### config.mk
export PLATFORM = sky130hd
export DESIGN_NAME = synth_i2c_ctrl
export DESIGN_NICKNAME = d
export VERILOG_FILES = /design/src/rtl/synth_i2c_pkg.sv /design/src/rtl/synth_i2c_sync.sv /design/src/rtl/synth_i2c_control.sv /design/src/rtl/synth_i2c_datapath.sv /design/src/rtl/synth_i2c_ctrl.sv
export SDC_FILE = /design/constraint.sdc
export NUM_CORES = 1
export LEC_CHECK = 0
export ABC_AREA = 1
export BUFFER_PORTS_ARGS = -buffer_cell sky130_fd_sc_hd__buf_4
export CAP_MARGIN = 20
export CORE_MARGIN = 4
export CORE_UTILIZATION = 40
export CTS_BUF_LIST = sky130_fd_sc_hd__clkbuf_4
export CTS_CLUSTER_DIAMETER = 60
export CTS_CLUSTER_SIZE = 14
export DETAILED_ROUTE_END_ITERATION = 12
export GPL_ROUTABILITY_DRIVEN = 0
export HOLD_SLACK_MARGIN = 0.15
export PLACE_DENSITY_LB_ADDON = 0.12
export SLEW_MARGIN = 30
export SYNTH_ARGS = -nofsm -noshare
export SYNTH_HDL_FRONTEND = slang
export SYNTH_HIERARCHICAL = 1
export SYNTH_SLANG_ARGS = --single-unit
### constraint.sdc
create_clock -name clk -period 1.8 [get_ports clk]
set_input_delay 0.09 -clock clk [delete_from_list [all_inputs] [get_ports clk]]
set_output_delay 0.09 -clock clk [all_outputs]
set_load 0.02 [all_outputs]
### src/rtl/synth_i2c_pkg.sv
package synth_i2c_pkg;
  localparam int BYTE_W  = 8;
  localparam int RATIO_W = 17;
  localparam int HI_W    = 7;
  localparam int AUX_W   = RATIO_W - HI_W - BYTE_W;
  localparam int NIB_W   = 4;

  typedef enum logic [2:0] {
    ST_IDLE, ST_RX, ST_HOLD, ST_ACK, ST_TX, ST_MACK
  } busState_e;

  typedef struct packed {
    logic              byteValid;
    logic [BYTE_W-1:0] byteData;
    logic              startSeen;
    logic              stopSeen;
    logic              porClear;
  } strobe_t;
endpackage

### src/rtl/synth_i2c_sync.sv
module synth_i2c_sync #(
  parameter int STAGES = 2
) (
  input  logic clk,
  input  logic rst_n,
  input  logic din,
  output logic level,
  output logic rise,
  output logic fall
);
  logic [STAGES-1:0] chain;
  logic              prevLevel;

  genvar gi;
  generate
    for (gi = 0; gi < STAGES; gi++) begin : g_stage
      always_ff @(posedge clk) begin
        if (!rst_n) chain[gi] <= 1'b1;
        else if (gi == 0) chain[gi] <= din;
        else chain[gi] <= chain[gi-1];
      end
    end
  endgenerate

  always_ff @(posedge clk) begin
    if (!rst_n) prevLevel <= 1'b1;
    else prevLevel <= chain[STAGES-1];
  end

  assign level = chain[STAGES-1];
  assign rise  = level & ~prevLevel;
  assign fall  = ~level & prevLevel;
endmodule

### src/rtl/synth_i2c_control.sv
module synth_i2c_control
  import synth_i2c_pkg::*;
#(
  parameter logic [6:0] ADDR_BASE  = 7'h60,
  parameter int         ADDR_SEL_W = 2
) (
  input  logic                  clk,
  input  logic                  rst_n,
  input  logic                  sclLvl,
  input  logic                  sclRise,
  input  logic                  sclFall,
  input  logic                  sdaLvl,
  input  logic                  sdaRise,
  input  logic                  sdaFall,
  input  logic [ADDR_SEL_W-1:0] addrSel,
  input  logic [BYTE_W-1:0]     statusByte,
  output strobe_t               stb,
  output logic                  sdaOe
);
  localparam int CNT_W = $clog2(BYTE_W);
  localparam logic [CNT_W-1:0] LAST_BIT = CNT_W'(BYTE_W - 1);

  busState_e         state;
  logic [CNT_W-1:0]  bitCnt;
  logic [BYTE_W-2:0] shiftReg;
  logic [BYTE_W-1:0] txShift;
  logic              isAddr, isRead, masterAck;
  logic              startCond, stopCond, addrMatch;

  assign startCond = sdaFall & sclLvl;
  assign stopCond  = sdaRise & sclLvl;
  assign addrMatch = (shiftReg == {ADDR_BASE[6:ADDR_SEL_W], addrSel});

  always_ff @(posedge clk) begin
    if (!rst_n) begin
      state     <= ST_IDLE;
      bitCnt    <= '0;
      shiftReg  <= '0;
      txShift   <= '0;
      isAddr    <= 1'b0;
      isRead    <= 1'b0;
      masterAck <= 1'b0;
      stb       <= '0;
    end else begin
      stb.byteValid <= 1'b0;
      stb.startSeen <= 1'b0;
      stb.stopSeen  <= 1'b0;
      stb.porClear  <= 1'b0;
      if (startCond) begin
        state         <= ST_RX;
        isAddr        <= 1'b1;
        bitCnt        <= '0;
        stb.startSeen <= 1'b1;
      end else if (stopCond) begin
        state        <= ST_IDLE;
        stb.stopSeen <= 1'b1;
      end else begin
        case (state)
          ST_RX: if (sclRise) begin
            shiftReg <= {shiftReg[BYTE_W-3:0], sdaLvl};
            bitCnt   <= bitCnt + 1'b1;
            if (bitCnt == LAST_BIT) begin
              if (isAddr) begin
                isRead <= sdaLvl;
                state  <= addrMatch ? ST_HOLD : ST_IDLE;
              end else begin
                stb.byteValid <= 1'b1;
                stb.byteData  <= {shiftReg, sdaLvl};
                state         <= ST_HOLD;
              end
            end
          end
          ST_HOLD: if (sclFall) state <= ST_ACK;
          ST_ACK: if (sclFall) begin
            bitCnt <= '0;
            isAddr <= 1'b0;
            if (isAddr && isRead) begin
              state   <= ST_TX;
              txShift <= statusByte;
            end else begin
              state <= ST_RX;
            end
          end
          ST_TX: if (sclFall) begin
            if (bitCnt == LAST_BIT) begin
              state        <= ST_MACK;
              stb.porClear <= 1'b1;
            end else begin
              txShift <= {txShift[BYTE_W-2:0], 1'b0};
              bitCnt  <= bitCnt + 1'b1;
            end
          end
          ST_MACK: begin
            if (sclRise) masterAck <= ~sdaLvl;
            if (sclFall) begin
              if (masterAck) begin
                state   <= ST_TX;
                txShift <= statusByte;
                bitCnt  <= '0;
              end else begin
                state <= ST_IDLE;
              end
            end
          end
          default: ;
        endcase
      end
    end
  end

  assign sdaOe = (state == ST_ACK) | ((state == ST_TX) & ~txShift[BYTE_W-1]);
endmodule

### src/rtl/synth_i2c_datapath.sv
module synth_i2c_datapath
  import synth_i2c_pkg::*;
(
  input  logic               clk,
  input  logic               rst_n,
  input  strobe_t            stb,
  output logic [RATIO_W-1:0] ratioOut,
  output logic               prescEn,
  output logic [NIB_W-1:0]   refCode,
  output logic [NIB_W-1:0]   portBits,
  output logic [NIB_W-1:0]   testBits,
  output logic [BYTE_W-1:0]  statusByte
);
  logic [HI_W-1:0]   stageHi, nHi;
  logic [BYTE_W-1:0] stageLo, nLo;
  logic [AUX_W-1:0]  stageAux, nAux;
  logic gotHi, gotLo, gotAux, ngHi, ngLo, ngAux;
  logic secondByte, kindFreq, commit, porFlag;
  logic [BYTE_W-1:0] b;

  assign b = stb.byteData;

  always_comb begin
    nHi = stageHi; nLo = stageLo; nAux = stageAux;
    ngHi = gotHi;  ngLo = gotLo;  ngAux = gotAux;
    if (stb.byteValid) begin
      if (!secondByte) begin
        if (!b[BYTE_W-1]) begin
          nHi  = b[HI_W-1:0];
          ngHi = 1'b1;
        end else begin
          nAux  = b[6:5];
          ngAux = 1'b1;
        end
      end else if (kindFreq) begin
        nLo  = b;
        ngLo = 1'b1;
      end
    end
    commit = (stb.byteValid & ngHi & ngLo & ngAux) |
             (stb.stopSeen & (gotHi | gotLo | gotAux));
  end

  always_ff @(posedge clk) begin
    if (!rst_n) begin
      stageHi <= '0; stageLo <= '0; stageAux <= '0;
      gotHi <= 1'b0; gotLo <= 1'b0; gotAux <= 1'b0;
      secondByte <= 1'b0; kindFreq <= 1'b0;
      ratioOut <= '0; prescEn <= 1'b0; refCode <= '0;
      portBits <= '0; testBits <= '0;
      porFlag <= 1'b1;
    end else begin
      stageHi  <= nHi;
      stageLo  <= nLo;
      stageAux <= nAux;
      gotHi    <= ngHi & ~commit;
      gotLo    <= ngLo & ~commit;
      gotAux   <= ngAux & ~commit;
      if (commit) ratioOut <= {nAux, nHi, nLo};
      if (stb.porClear) porFlag <= 1'b0;
      if (stb.startSeen) begin
        secondByte <= 1'b0;
      end else if (stb.byteValid) begin
        if (!secondByte) begin
          secondByte <= 1'b1;
          kindFreq   <= ~b[BYTE_W-1];
          if (b[BYTE_W-1]) begin
            prescEn <= b[4];
            refCode <= b[NIB_W-1:0];
          end
        end else begin
          secondByte <= 1'b0;
          if (!kindFreq) begin
            testBits <= b[BYTE_W-1:NIB_W];
            portBits <= b[NIB_W-1:0];
          end
        end
      end
    end
  end

  assign statusByte = {porFlag, {(BYTE_W-1){1'b0}}};
endmodule

### src/rtl/synth_i2c_ctrl.sv
module synth_i2c_ctrl
  import synth_i2c_pkg::*;
#(
  parameter logic [6:0] ADDR_BASE  = 7'h60,
  parameter int         ADDR_SEL_W = 2,
  parameter int         SYNC_STAGES = 2
) (
  input  logic                  clk,
  input  logic                  rst_n,
  input  logic                  sclIn,
  input  logic                  sdaIn,
  input  logic [ADDR_SEL_W-1:0] addrSel,
  output logic                  sdaOe,
  output logic [RATIO_W-1:0]    ratioOut,
  output logic                  prescEn,
  output logic [NIB_W-1:0]      refCode,
  output logic [NIB_W-1:0]      portBits,
  output logic [NIB_W-1:0]      testBits
);
  logic sclLvl, sclRise, sclFall, sdaLvl, sdaRise, sdaFall;
  logic [BYTE_W-1:0] statusByte;
  strobe_t stb;

  synth_i2c_sync #(.STAGES(SYNC_STAGES)) sclSync_i (
    .clk(clk), .rst_n(rst_n), .din(sclIn),
    .level(sclLvl), .rise(sclRise), .fall(sclFall));

  synth_i2c_sync #(.STAGES(SYNC_STAGES)) sdaSync_i (
    .clk(clk), .rst_n(rst_n), .din(sdaIn),
    .level(sdaLvl), .rise(sdaRise), .fall(sdaFall));

  synth_i2c_control #(.ADDR_BASE(ADDR_BASE), .ADDR_SEL_W(ADDR_SEL_W)) ctrl_i (
    .clk(clk), .rst_n(rst_n),
    .sclLvl(sclLvl), .sclRise(sclRise), .sclFall(sclFall),
    .sdaLvl(sdaLvl), .sdaRise(sdaRise), .sdaFall(sdaFall),
    .addrSel(addrSel), .statusByte(statusByte),
    .stb(stb), .sdaOe(sdaOe));

  synth_i2c_datapath dp_i (
    .clk(clk), .rst_n(rst_n), .stb(stb),
    .ratioOut(ratioOut), .prescEn(prescEn), .refCode(refCode),
    .portBits(portBits), .testBits(testBits), .statusByte(statusByte));
endmodule

==> results of run 1 <==
## layout make-up
type,count,share of cell area
sequential,95,0.4029
multi-input combinational,345,0.3647
clock inverter,7,0.01932
inverter,84,0.06670
tap,133,0.03520
timing repair buffer,57,0.09688
clock buffer,9,0.01429
## power by group through the flow
stage / Combinational [mW] / Clock (mW) / Sequential [mW]
floorplan: 0.353 / 0 / 2.25
global placement: 0.446 / 0 / 2.25
detailed placement: 0.449 / 0 / 2.26
CTS: 0.461 / 1.29 / 2.21
global route: 0.536 / 1.38 / 2.22
finish: 0.472 / 1.25 / 2.21
## stage by stage
| stage | setup slack (ns) | instance area (µm²) | cells | power [mW] | setup TNS (ns) |
|---|---|---|---|---|---|
| after floorplan | 0.3308 | 4088 | 547 | 2.598 | 0 |
| after global placement | 0.1670 | 4462 | 704 | 2.698 | 0 |
| after detailed placement | 0.09455 | 4462 | 704 | 2.704 | 0 |
| after CTS | 0.02031 | 4692 | 727 | 3.965 | 0 |
| after global routing | -0.003708 | 4727 | 730 | 4.136 | -0.003708 |
| final | 0.1447 | 4727 | 730 | 3.933 | 0 |
## path summary, 6_finish.rpt
path / from / endpoint / slack [ns] / cells past startpoint
min reg2reg: ctrl_i/stb[0] / dp_i/porFlag / 0.42 / 1
max reg2reg: ctrl_i/shiftReg[1] / ctrl_i/state[1] / 0.14 / 7
max: ctrl_i/shiftReg[1] / ctrl_i/state[1] / 0.14 / 7
min: ctrl_i/stb[0] / dp_i/porFlag / 0.42 / 1
## critical path: cells and delay by family (launching register included)
family	cells	cell delay (ns)
buf+inv	2	0.65
flops	1	0.42
simple gates	3	0.24
compound gates	2	0.30
## registers in the layout, indices dropped and copies added (netlist names), 2 cells and up
signal and count:
dp_i/portBits 4, dp_i/testBits 4, ctrl_i/stb 12, dp_i/stageAux 2
ctrl_i/bitCnt 3, ctrl_i/shiftReg 7, dp_i/stageLo 8, ctrl_i/txShift 8
ctrl_i/state 3, dp_i/refCode 4, dp_i/ratioOut 17, dp_i/stageHi 7
## layer usage
layer,GRT usage,routed length [µm],vias to the layer above
met5,0,0,-
met4,0.05951,120,0
met3,0.02487,320,9
met2,0.2613,3981,54
met1,0.2029,4196,1524
li1,-,-,1781
## logic make-up (layout without fill, tap and decap cells)
family          count (synthesis)  count (layout)
fa+ha+maj                       2               2
buf+inv                       107             157
flops                          95              95
compound gates                106             106
xor+xnor                        1               1
other cells                     1               7
simple gates                  229             229
## what timing repair did
action	CTS	global route
hold buffers	7	0
hold endpoints to repair	23	0
resized for setup	1	4
pin swaps	0	1
setup buffers	0	3
setup endpoints to repair	1	11
## cell usage in the layout, fill, tap and decap left out, drive strengths merged
master,n
a21oi,52
a31o,1
buf,50
bufinv,1
clkbuf,9
clkinv,3
clkinvlp,1
conb,7
dfxtp,95
dlygate4sd3,7
ha,2
inv,86
nand2,96
nand3,32
nand3b,1
nand4,2
nor2,85
nor2b,1
nor3,1
nor3b,1
nor4,1
o21ai,52
o21bai,1
or2,9
xnor2,1
==> run_results.csv, run 1 <==
group,metric,value,unit
yosys,synth-edff-count,0,
yosys,muxShareOfSynthArea,0,
yosys,syn_area,4065,µm²
cts,root_buffer,"clkbuf_4",
final_layout,antennaDiodeCount,0,
final_layout,n_fill_cell,1017,
die,num_rows,36,
power_and_ir_drop,power_frac_comb,0.120,
final_layout,area_delta_synth_final,16.28,%
global_routing,grt_pass1_vias,3141,
min_path,hold_path_class,"flip-flop to flip-flop",
routing,first_pass_iters,4,
setup_path,path_max_fanout,4,
yosys,yosys.area_share.adder,0.006156,
sta,maxSlewViolCount,0,
yosys,synth.distinct_cells,36,
die,coreArea,9819,µm²
setup_path,cp-end-kind,"flip-flop",
routing,drc,0,
final_layout,nets,600,
cts,clock_sinks,95,
power_and_ir_drop,seq_power_share,0.562,
cts,cts_made_buffers,9,
yosys,synth.most_common_cell,"dfxtp_1",
cts,htreeDepth,3,
final_layout,multi_input_area,1724,µm²
yosys,synth_async_sr_flop_share,0,
setup_path,startpoint_type,"flip-flop",
run_status,status,"finished clean",
setup_path,critPathArrivalTime,2.05,ns
power_and_ir_drop,intPower,2.798,mW
setup_path,critPathKind,"flip-flop to flip-flop",
sta,fin_crit_sh,0.9196,
final_layout,postLayoutCoreUtil,0.4814,
power_and_ir_drop,p_leak,2.278,nW
die,die_w,108.8,µm
yosys,synth_top_flop_cell,"dfxtp_1",
sta,fin_crit,1.655,ns
die,die_y,108.8,µm
yosys,yosys.area.top_type,"dfxtp_1",
yosys,syn_avg_cell_area,7.514,µm²
global_routing,grt_overflow_total,0,
yosys,synth-simple-area-share,0.2570,
cts,clkTransAtPathRegs,0.17,ns
place,dp_hpwl,6.119,mm
global_routing,antenna_found_initial,0,
routing,wl,8.618,mm
yosys,synth_top_family_by_area,"simple AND/OR/NAND/NOR gates",
routing,route.vias.total,3368,
setup_path,slowest_stage,"dlygate4sd3_1",
sta,holdWs,0.4169,ns
sta,finalHoldViolCount,0,
cts,cts_tree,"done",
global_routing,grt_pass1_wl,14.75,mm
die,ioPinCount,37,
flow_run,maxCapViolCount,0,
die,start_util,0.4140,
sta,clock.fmax,0.6041,GHz
power_and_ir_drop,peakVddDrop,0.4041,mV
cts,cts_max_path_buffers,2,
yosys,synth_seq_cells,95,
die,dieArea,11840,µm²
final_layout,layout-drive-gt1-share,0.1993,
setup_path,cp_slowest_stage_delay,0.58,ns
sta,setup_viol_count_final,0,
yosys,synth_xor_area_frac,0.002155,
global_routing,grtUsageTotal,0.1563,
setup_path,critical_path_required,2.19,ns
yosys,synth_common_cells,"dfxtp_1 (95), nand2_1 (84), nor2_1 (81)",
routing,wl_per_cell,11.81,µm
setup_path,crit_chain,"inv_1, a21oi_1, nand4_1, dlygate4sd3_1, a21oi_1, nor2_1, nor2_1",
yosys,synth_top_area_frac,0.4678,
yosys,ys_warn_count,6,
sta,finalClockSkew,0.02045,ns
yosys,syn_inst,541,
routing,avgViaCountPerCell,4.614,
global_routing,grt_max_degree,24,
cts,clock_latency,0.45,ns
routing,drt_iter0_markers,92,
yosys,synth_compound_area_frac,0.1496,
power_and_ir_drop,p_sw,1.135,mW
power_and_ir_drop,powerDensity,832.0,nW/µm²
final_layout,ff_latch_area,1904,µm²
power_and_ir_drop,netSwitchingFraction,0.2885,
place,io_buffers,36,
power_and_ir_drop,pwr-share-clk,0.318,
yosys,synth.area.top_cells,"dfxtp_1 (47%), nand2_1 (7.8%), nor2_1 (7.5%), inv_1 (7.3%), o21ai_0 (5.9%)",
yosys,yosysSeqAreaShare,0.4678,
routing,antenna_left,0,
(Power assumes the default switching activity.)
==> run 2: changes to the inputs <==
--- a/config.mk
+++ b/config.mk
@@ -5,7 +5,7 @@
 export SDC_FILE = /design/constraint.sdc
 export NUM_CORES = 1
 export LEC_CHECK = 0
-export ABC_AREA = 1
+export ABC_CLOCK_PERIOD_IN_PS = 1800
 export BUFFER_PORTS_ARGS = -buffer_cell sky130_fd_sc_hd__buf_4
 export CAP_MARGIN = 20
 export CORE_MARGIN = 4
==> run 2 against run 1 <==
Effect of this change: global-route usage shrank 1.9 points; fmax shrank 3.3%; first-iteration DRC count grew 14%; non-clock buffer count grew 7; combinational power shrank 68%; hold slack gained 0.0037 ns; via count shrank 14%.
==> run_results.csv, run 2 <==
group,metric,value,unit
sta,fin_tns_setup,0,ns
min_path,hold_path_class,"flip-flop to flip-flop",
setup_path,cp-end-kind,"flip-flop",
die,die_w,111.1,µm
die,coreArea,10320,µm²
global_routing,grt_pass1_vias,2867,
routing,route.vias.total,2882,
yosys,synth.distinct_cells,53,
sta,fin_crit,1.712,ns
die,start_util,0.4120,
min_path,hold_depth,1,
routing,antenna_left,0,
power_and_ir_drop,total_power,3.317,mW
setup_path,critPathArrivalTime,2.07,ns
final_layout,final_cell_mix,"dfxtp_1 (93), buf_4 (53), nand2_1 (51), mux2i_1 (44), nor2b_1 (33)",
min_path,holdCritStartpoint,"ctrl_i/stb[0]",
yosys,yosysSeqAreaShare,0.4472,
setup_path,regToRegSetupSlack,0.09,ns
global_routing,grt_use_met3,0.03330,
flow_run,maxCapViolCount,0,
power_and_ir_drop,peakVddDrop,0.3369,mV
cts,root_buffer,"clkbuf_4",
setup_path,critical_path_required,2.16,ns
global_routing,met1_usage,0.1897,
setup_path,reg2reg_from,"ctrl_i/bitCnt[0]",
cts,post_cts.repair.setup_buffers,0,
power_and_ir_drop,p_sw,833.9,µW
power_and_ir_drop,intPower,2.483,mW
routing,drc,0,
yosys,synth_common_cells,"dfxtp_1 (95), nand2_1 (51), mux2i_1 (44)",
routing,first_pass_iters,4,
sta,maxSlewViolCount,0,
global_routing,antenna_found_initial,0,
yosys,yosys.area.top_type,"dfxtp_1",
power_and_ir_drop,netSwitchingFraction,0.2514,
final_layout,largest_reg_flops,17,
setup_path,startpoint_type,"flip-flop",
final_layout,antennaDiodeCount,0,
power_and_ir_drop,p_leak,1.991,nW
final_layout,regMostFlops,"dp_i/ratioOut",
final_layout,layout-drive-gt1-share,0.2304,
global_routing,grt_overflow_total,0,
cts,cts_tree,"done",
power_and_ir_drop,pwr-share-clk,0.315,
setup_path,path_max_fanout,8,
yosys,synth.area.top_cells,"dfxtp_1 (45%), mux2i_1 (10%), nor2b_1 (5.0%), nand2_1 (4.5%), mux2_4 (3.5%)",
sta,fin_crit_sh,0.9512,
yosys,synth_top_area_frac,0.4472,
sta,finalHoldViolCount,0,
power_and_ir_drop,seq_power_share,0.640,
sta,clock.fmax,0.5840,GHz
yosys,synth_async_sr_flop_share,0,
routing,avgViaCountPerCell,4.732,
global_routing,grt_max_degree,54,
cts,cts_max_path_buffers,2,
yosys,syn_area,4253,µm²
sta,finalClockSkew,0.01502,ns
global_routing,grt.busiest_layer,"met2",
routing,wl,8.121,mm
power_and_ir_drop,powerDensity,674.2,nW/µm²
global_routing,grtUsageTotal,0.1371,
final_layout,reg.largest.list,"dp_i/ratioOut x17, ctrl_i/stb x12",
global_routing,grt_pass1_wl,14.03,mm
sta,setup_viol_count_final,0,
die,die_y,111.1,µm
setup_path,worst_r2r_path_depth,6,
min_path,min_to,"dp_i/porFlag",
die,dieArea,12350,µm²
power_and_ir_drop,power_frac_comb,0.045,
cts,clock_latency,0.44,ns
final_layout,area_delta_synth_final,15.68,%
final_layout,final_common_cell,"dfxtp_1",
yosys,ys_warn_count,6,
routing,wl_per_cell,13.33,µm
die,ioPinCount,37,
yosys,synth_top_flop_cell,"dfxtp_1",
cts,clock_sinks,95,
setup_path,critPathKind,"flip-flop to flip-flop",
sta,rsz0062_at_grt,"no",
cts,clkTransAtPathRegs,0.14,ns
yosys,synth-edff-count,0,
die,num_rows,37,
yosys,synth_seq_cells,95,
setup_path,timing.rr.end,"ctrl_i/txShift[1]",
yosys,syn_avg_cell_area,10.20,µm²
yosys,syn_inst,417,
cts,cts_made_buffers,9,
place,io_buffers,36,
run_status,status,"finished clean",
place,dp_hpwl,5.559,mm
final_layout,nets,476,
yosys,synth.most_common_cell,"dfxtp_1",
routing,drt_iter0_markers,105,
cts,htreeDepth,3,
global_routing,grtUsageMet2,0.2100,
[run 2: power by group through the flow]
| stage | logic [mW] | clock network [mW] | registers (mW) |
|---|---|---|---|
| CTS | 0.150 | 1.11 | 2.12 |
| floorplan | 0.107 | 0 | 2.17 |
| global route | 0.166 | 1.20 | 2.13 |
| detailed placement | 0.137 | 0 | 2.17 |
| global placement | 0.137 | 0 | 2.17 |
| finish | 0.149 | 1.05 | 2.12 |
[run 2: timing repair]
action | 4_1_cts | 5_1_grt
setup endpoints to repair | 1 | 11
hold endpoints to repair | 26 | 0
hold buffers | 7 | 0
gates resized for setup | 1 | 3
[run 2: critical path: stages (launching register included)]
cell and delay [ns]:
dfxtp_1 0.38, ha_1 0.16, ha_2 0.25, nand2b_1 0.08, a211o_1 0.35, o2111ai_4 0.18
mux2i_1 0.25
[run 2: stage by stage]
stage	std cells	setup WS, ns	utilization	area [µm²]	hold slack (ns)
2_1_floorplan	423	0.1090	-	4275	0.1630
3_3_place_gp	586	0.1729	0.4572	4720	0.2754
3_5_place_dp	586	0.05818	0.4572	4720	0.2775
4_1_cts	609	0.02239	0.4761	4915	0.4243
5_1_grt	609	0.005105	0.4765	4920	0.4444
6_report	609	0.08780	0.4765	4920	0.4206
[run 2: logic make-up (layout without fill, tap and decap cells)]
| kind of cell | after synthesis | after routing | synth area share |
|---|---|---|---|
| flip-flops | 95 | 95 | 0.4472 |
| buffers and inverters | 35 | 85 | 0.05237 |
| multiplexers | 68 | 68 | 0.1759 |
| other | 1 | 7 | 0.0008818 |
| adder cells (fa/ha/maj) | 2 | 2 | 0.005883 |
| AND/OR/NAND/NOR | 162 | 162 | 0.2204 |
| AO/OA/AOI/OAI | 50 | 50 | 0.08914 |
| XOR/XNOR | 4 | 4 | 0.008239 |
[run 2: how the worst max path moves through the flow]
stage                startpoint           endpoint  slack [ns]  cells past startpoint
2_1_floorplan   sclSync_i/level      ctrl_i/isRead        0.11                      5
3_3_place_gp   ctrl_i/bitCnt[0]  ctrl_i/txShift[4]        0.17                      6
3_5_place_dp   ctrl_i/bitCnt[0]  ctrl_i/txShift[1]        0.06                      6
4_1_cts         ctrl_i/state[1]              sdaOe        0.02                      4
5_1_grt        ctrl_i/bitCnt[0]  ctrl_i/txShift[0]       0.005                      6
6_report       ctrl_i/bitCnt[0]  ctrl_i/txShift[1]        0.09                      6
[run 2: cell type report]
| type | instances | area, µm² |
|---|---|---|
| Inverter | 5 | 18.77 |
| Sequential cell | 95 | 1904 |
| Clock inverter | 7 | 55.05 |
| Timing Repair Buffer | 64 | 548.0 |
| Fill cell | 991 | 5404 |
| Multi-Input combinational cell | 293 | 2156 |
| Clock buffer | 9 | 67.56 |
| Tap cell | 136 | 170.2 |
[run 2: routing by layer]
| layer | vias up | wire length (µm) |
|---|---|---|
| met1 | 1332 | 4124 |
| li1 | 1513 | - |
| met2 | 33 | 3696 |
| met3 | 4 | 242 |
| met4 | 0 | 57 |
| met5 | - | 0 |
